--- config.mk ---
export PLATFORM = sky130hd
export DESIGN_NAME = extint_unit
export DESIGN_NICKNAME = d
export VERILOG_FILES = /design/src/rtl/eint_pkg.sv /design/src/rtl/eint_sync.sv /design/src/rtl/eint_ctrl.sv /design/src/rtl/eint_datapath.sv /design/src/rtl/extint_unit.sv
export SDC_FILE = /design/constraint.sdc
export NUM_CORES = 1
export LEC_CHECK = 0
export ABC_AREA = 1
export ABC_CLOCK_PERIOD_IN_PS = 2200
export CORE_MARGIN = 5
export CORE_UTILIZATION = 40
export CTS_CLUSTER_SIZE = 10
export DETAILED_ROUTE_END_ITERATION = 6
export GPL_TIMING_DRIVEN = 0
export PLACE_DENSITY = 0.89
export SLEW_MARGIN = 20
export SYNTH_ARGS = -nofsm -noshare
export SYNTH_HDL_FRONTEND = slang
export SYNTH_HIERARCHICAL = 1
export SYNTH_SLANG_ARGS = --single-unit
--- constraint.sdc ---
create_clock -name clk -period 2.2 [get_ports clk]
set_input_delay 0.22 -clock clk [delete_from_list [all_inputs] [get_ports clk]]
set_output_delay 0.22 -clock clk [all_outputs]
set_load 0.05 [all_outputs]
--- src/rtl/eint_pkg.sv ---
package eint_pkg;
  localparam int REG_W = 32;

  typedef enum logic [1:0] {
    SEL_FLAG = 2'd0,
    SEL_MODE = 2'd1,
    SEL_POL  = 2'd2,
    SEL_NONE = 2'd3
  } regSel_e;

  // Strobes passed from the register decoder to the datapath
  typedef struct packed {
    logic             clrFlags;
    logic             wrMode;
    logic             wrPol;
    logic [REG_W-1:0] data;
    regSel_e          rdSel;
  } ctrlStrobes_t;
endpackage

--- src/rtl/eint_sync.sv ---
module eint_sync #(
  parameter int   WIDTH   = 4,
  parameter int   STAGES  = 2,
  parameter logic RST_VAL = 1'b1
) (
  input  logic             clk,
  input  logic             rstN,
  input  logic [WIDTH-1:0] asyncIn,
  output logic [WIDTH-1:0] syncOut
);
  logic [WIDTH-1:0] stageQ [STAGES];

  generate
    for (genvar s = 0; s < STAGES; s++) begin : g_stage
      always_ff @(posedge clk or negedge rstN) begin
        if (!rstN) stageQ[s] <= {WIDTH{RST_VAL}};
        else if (s == 0) stageQ[s] <= asyncIn;
        else stageQ[s] <= stageQ[(s == 0) ? 0 : s-1];
      end
    end
  endgenerate

  assign syncOut = stageQ[STAGES-1];
endmodule

--- src/rtl/eint_ctrl.sv ---
module eint_ctrl
  import eint_pkg::*;
#(
  parameter int ADDR_W = 2
) (
  input  logic              wrEn,
  input  logic [ADDR_W-1:0] addr,
  input  logic [REG_W-1:0]  wrData,
  output ctrlStrobes_t      strb
);
  localparam logic [ADDR_W-1:0] OFS_FLAG = ADDR_W'(0);
  localparam logic [ADDR_W-1:0] OFS_MODE = ADDR_W'(1);
  localparam logic [ADDR_W-1:0] OFS_POL  = ADDR_W'(2);

  regSel_e sel;

  always_comb begin
    if (addr == OFS_FLAG)      sel = SEL_FLAG;
    else if (addr == OFS_MODE) sel = SEL_MODE;
    else if (addr == OFS_POL)  sel = SEL_POL;
    else                       sel = SEL_NONE;
  end

  always_comb begin
    strb.clrFlags = wrEn && (sel == SEL_FLAG);
    strb.wrMode   = wrEn && (sel == SEL_MODE);
    strb.wrPol    = wrEn && (sel == SEL_POL);
    strb.data     = wrData;
    strb.rdSel    = sel;
  end
endmodule

--- src/rtl/eint_datapath.sv ---
module eint_datapath
  import eint_pkg::*;
#(
  parameter int NUM_CH      = 4,
  parameter int SYNC_STAGES = 2
) (
  input  logic              clk,
  input  logic              rstN,
  input  logic [NUM_CH-1:0] extIn,
  input  logic [NUM_CH-1:0] chanEn,
  input  ctrlStrobes_t      strb,
  output logic [NUM_CH-1:0] irq,
  output logic [NUM_CH-1:0] modeVal,
  output logic [NUM_CH-1:0] polVal,
  output logic [REG_W-1:0]  rdData
);
  logic [NUM_CH-1:0] pinSync, pinPrev;
  logic [NUM_CH-1:0] modeQ, polQ, flagQ;
  logic [NUM_CH-1:0] wrBits, killMask, hitVec;
  logic              unusedHi;

  assign wrBits   = strb.data[NUM_CH-1:0];
  assign unusedHi = ^strb.data[REG_W-1:NUM_CH];

  eint_sync #(.WIDTH(NUM_CH), .STAGES(SYNC_STAGES), .RST_VAL(1'b1)) u_sync (
    .clk(clk), .rstN(rstN), .asyncIn(extIn), .syncOut(pinSync)
  );

  always_ff @(posedge clk or negedge rstN) begin
    if (!rstN) pinPrev <= '1;
    else       pinPrev <= pinSync;
  end

  always_ff @(posedge clk or negedge rstN) begin
    if (!rstN) begin
      modeQ <= '0;
      polQ  <= '0;
    end else begin
      if (strb.wrMode) modeQ <= wrBits;
      if (strb.wrPol)  polQ  <= wrBits;
    end
  end

  // A clear, or a real change of trigger type, drops the flag
  always_comb begin
    killMask = '0;
    if (strb.clrFlags) killMask = killMask | wrBits;
    if (strb.wrMode)   killMask = killMask | (wrBits ^ modeQ);
    if (strb.wrPol)    killMask = killMask | (wrBits ^ polQ);
  end

  generate
    for (genvar n = 0; n < NUM_CH; n++) begin : g_chan
      logic levelHit, edgeHit;
      assign levelHit  = polQ[n] ? pinSync[n] : ~pinSync[n];
      assign edgeHit   = polQ[n] ? (pinSync[n] & ~pinPrev[n])
                                 : (~pinSync[n] & pinPrev[n]);
      assign hitVec[n] = (modeQ[n] ? edgeHit : levelHit) & chanEn[n];

      always_ff @(posedge clk or negedge rstN) begin
        if (!rstN)            flagQ[n] <= 1'b0;
        else if (killMask[n]) flagQ[n] <= 1'b0;
        else if (hitVec[n])   flagQ[n] <= 1'b1;
      end
    end
  endgenerate

  always_comb begin
    rdData = '0;
    case (strb.rdSel)
      SEL_FLAG: rdData[NUM_CH-1:0] = flagQ;
      SEL_MODE: rdData[NUM_CH-1:0] = modeQ;
      SEL_POL:  rdData[NUM_CH-1:0] = polQ;
      default:  rdData = '0;
    endcase
  end

  assign irq     = flagQ;
  assign modeVal = modeQ;
  assign polVal  = polQ;
endmodule

--- src/rtl/extint_unit.sv ---
module extint_unit
  import eint_pkg::*;
#(
  parameter int NUM_CH      = 4,
  parameter int ADDR_W      = 2,
  parameter int SYNC_STAGES = 2
) (
  input  logic              clk,
  input  logic              rstN,
  input  logic [NUM_CH-1:0] extIn,
  input  logic [NUM_CH-1:0] chanEn,
  input  logic              wrEn,
  input  logic [ADDR_W-1:0] addr,
  input  logic [REG_W-1:0]  wrData,
  output logic [REG_W-1:0]  rdData,
  output logic [NUM_CH-1:0] irq
);
  ctrlStrobes_t      strb;
  logic [NUM_CH-1:0] modeVal, polVal;

  eint_ctrl #(.ADDR_W(ADDR_W)) u_ctrl (
    .wrEn(wrEn), .addr(addr), .wrData(wrData), .strb(strb)
  );

  eint_datapath #(.NUM_CH(NUM_CH), .SYNC_STAGES(SYNC_STAGES)) u_dp (
    .clk(clk), .rstN(rstN), .extIn(extIn), .chanEn(chanEn), .strb(strb),
    .irq(irq), .modeVal(modeVal), .polVal(polVal), .rdData(rdData)
  );
endmodule

==> results.yml <==
setup_path:
  path_max_fanout: 6
  criticalPathCategory: "in2out"
  cp.arrival_ns: 1.86
  endpoint_kind: "primary output"
  cp-start-kind: "input port"
  worstPathRequired_ns: 1.98
  cp_top_family: "buffers and inverters"
  ff2ff_path_depth: 7
  path_cells: "clkdlybuf4s50_1 -> clkbuf_1 -> nor2_1 -> nand2_1 -> nand3_1 -> dlygate4sd2_1"
  slowest_stage: "dlygate4sd2_1"
  r2r-start: "u_dp/u_sync/syncOut[3]$_DFF_PN1_"
  worst-path-buf-inv: 3
  r2r-end: "u_dp/irq[3]$_DFFE_PN0P_"
  critPathMaxStageDelay_ns: 0.53
  r2r_setup_slack_ns: 1.13
timing:
  slew_headroom: 0.652
  hold_viol: 0
  finalCritPeriodShare: 0.945
  fin_hold_ws_ns: 0.171
  rsz0062_at_grt: "no"
  timing.fmax_mhz: 481
  finClkSkew_ns: 0.00445
  setup_tns_ns: 0
  fin_ws_ns: 0.120
  setup_viol: 0
  tightest_slew_ns: 0.522
  slew_violations: 0
  finalCriticalPeriod_ns: 2.08
detailed_routing:
  vias: 1227
  drt-vias-per-instance: 4.13
  first_pass_iters: 4
  wire_per_inst_um: 9.36
  drt_wl_total_mm: 2.78
  ant_nets: 0
  drtIter0Drc: 63
  drc: 0
floorplan:
  fp.dieW_um: 71.1
  core_um2: 3630
  initial_core_util: 0.410
  io_pins: 81
  dieHeight_um: 71.1
  die_area_um2: 5050
  num_rows: 22
status:
  status: "completed"
grt:
  grtUsageMet1: 0.139
  grt_pass1_wl_mm: 4.68
  grt_max_degree: 25
  met2_usage: 0.194
  grt_overflow: 0
  busiest_layer: "met2"
  grtUsageMet3: 0.0270
  grt_pass1_vias: 1135
  antenna_found_initial: 0
  grt_use_total: 0.114
final_layout:
  fin_nets: 295
  n_antenna_cell: 0
  fin_area_um2: 1920
  area_growth_pct: 28.9
  layout-drive-gt1-share: 0.253
  fillerInstances: 372
  postLayoutCoreUtil: 0.529
clock_network:
  clockBufferDepth: 2
  htree_levels: 1
  clk_latency_ns: 0.27
  cts_buffers: 3
  clkTransAtPathRegs_ns: 0.09
  ctsRootBufferMaster: "clkbuf_8"
  cts_tree: "built"
  cts_setup_buffers: 0
  clock_sinks: 24
logic_synthesis:
  synth_area_um2: 1490
  netlist_instances: 197
  yosysWarnings: 6
  avgSynthCellArea_um2: 7.57
worst_hold_path:
  min_path_type: "in2reg"
  hold_depth: 3
  worstHoldStart: "wrData[0]"
  min_to: "u_dp/modeVal[0]$_DFFE_PN0P_"
power_and_ir_drop:
  p_leak_nw: 1.04
  p_per_area_nw_per_um2: 755
  peakVddDrop_mv: 0.306
placement:
  io_buffers: 20
  dpl_cell_area_um2: 1850
  post-place-ws_ns: -0.180
  routabilityCongestion: 0.780
  dpl.hpwl_mm: 2.21
job:
  cap_violations: 0
layout make-up:
type	instances	area [um2]	area share
Buffer	41	312	0.162
Clock buffer	3	41.3	0.0215
Clock inverter	1	30.0	0.0156
Inverter	28	105	0.0547
Tap cell	48	60.1	0.0312
Sequential cell	24	616	0.320
Multi-Input combinational cell	131	561	0.291
Timing Repair Buffer	21	199	0.103
tightest hold or removal path: cells and delay by family:
kind                   cells  cell delay (ns)
buffers and inverters      1             0.09
AO/OA/AOI/OAI              1             0.06
AND/OR/NAND/NOR            1             0.04
power by group:
part / leakage, nW / total, mW / internal, mW / switching, mW
clock network: 0.0357 / 0.384 / 0.243 / 0.141
logic: 0.738 / 0.509 / 0.167 / 0.342
registers: 0.269 / 0.559 / 0.506 / 0.0532
total: 1.04 / 1.45 / 0.916 / 0.536
state kept, by name, indices dropped and copies added, names as in the netlist:
register             cells
u_dp/irq                 4
u_dp/modeVal             4
u_dp/pinPrev             4
u_dp/polVal              4
u_dp/u_sync/stageQ       4
u_dp/u_sync/syncOut      4
through the flow:
stage | power, mW | std cells
3_5_place_dp | 1.08 | 292
2_1_floorplan | 0.950 | 224
4_1_cts | 1.46 | 296
6_report | 1.45 | 297
5_1_grt | 1.54 | 297
3_3_place_gp | 1.07 | 292
routing by layer:
metal	part of all wire	vias up
met5	0	-
met4	0.0090	0
met3	0.093	2
met2	0.49	43
met1	0.40	547
li1	-	635
cell usage in the layout, fill, tap and decap left out:
master	count
nand2_1	54
buf_4	37
conb_1	28
inv_1	25
nand3_1	20
clkdlybuf4s50_1	15
nor2_1	12
dfrtp_1	12
dfstp_2	12
o21ai_0	8
clkbuf_8	3
inv_2	3
o21a_1	3
a21oi_1	3
clkdlybuf4s15_1	2
clkbuf_1	2
bufinv_16	1
dlygate4sd3_1	1
buf_2	1
dlygate4sd2_1	1
clkbuf_2	1
buf_6	1
buf_8	1
nand2_4	1
nand3_2	1
a21oi_2	1
how the worst max path moves through the flow:
stage	start	cells past startpoint	endpoint
after floorplan	u_dp/irq[1]$_DFFE_PN0P_	2	rdData[1]
after detailed placement	addr[1]	6	rdData[3]
after global routing	addr[1]	6	rdData[2]
after global placement	addr[1]	6	rdData[3]
after CTS	addr[1]	6	rdData[3]
final	addr[1]	6	rdData[1]
what timing repair did:
| action | 4_1_cts | 5_1_grt |
|---|---|---|
| hold buffers | 0 | 1 |
| hold endpoints to repair | 0 | 12 |
| gates resized for setup | 4 | 4 |
| endpoints found under the setup margin | 4 | 3 |
No activity file was read; power rests on OpenSTA's default activity.
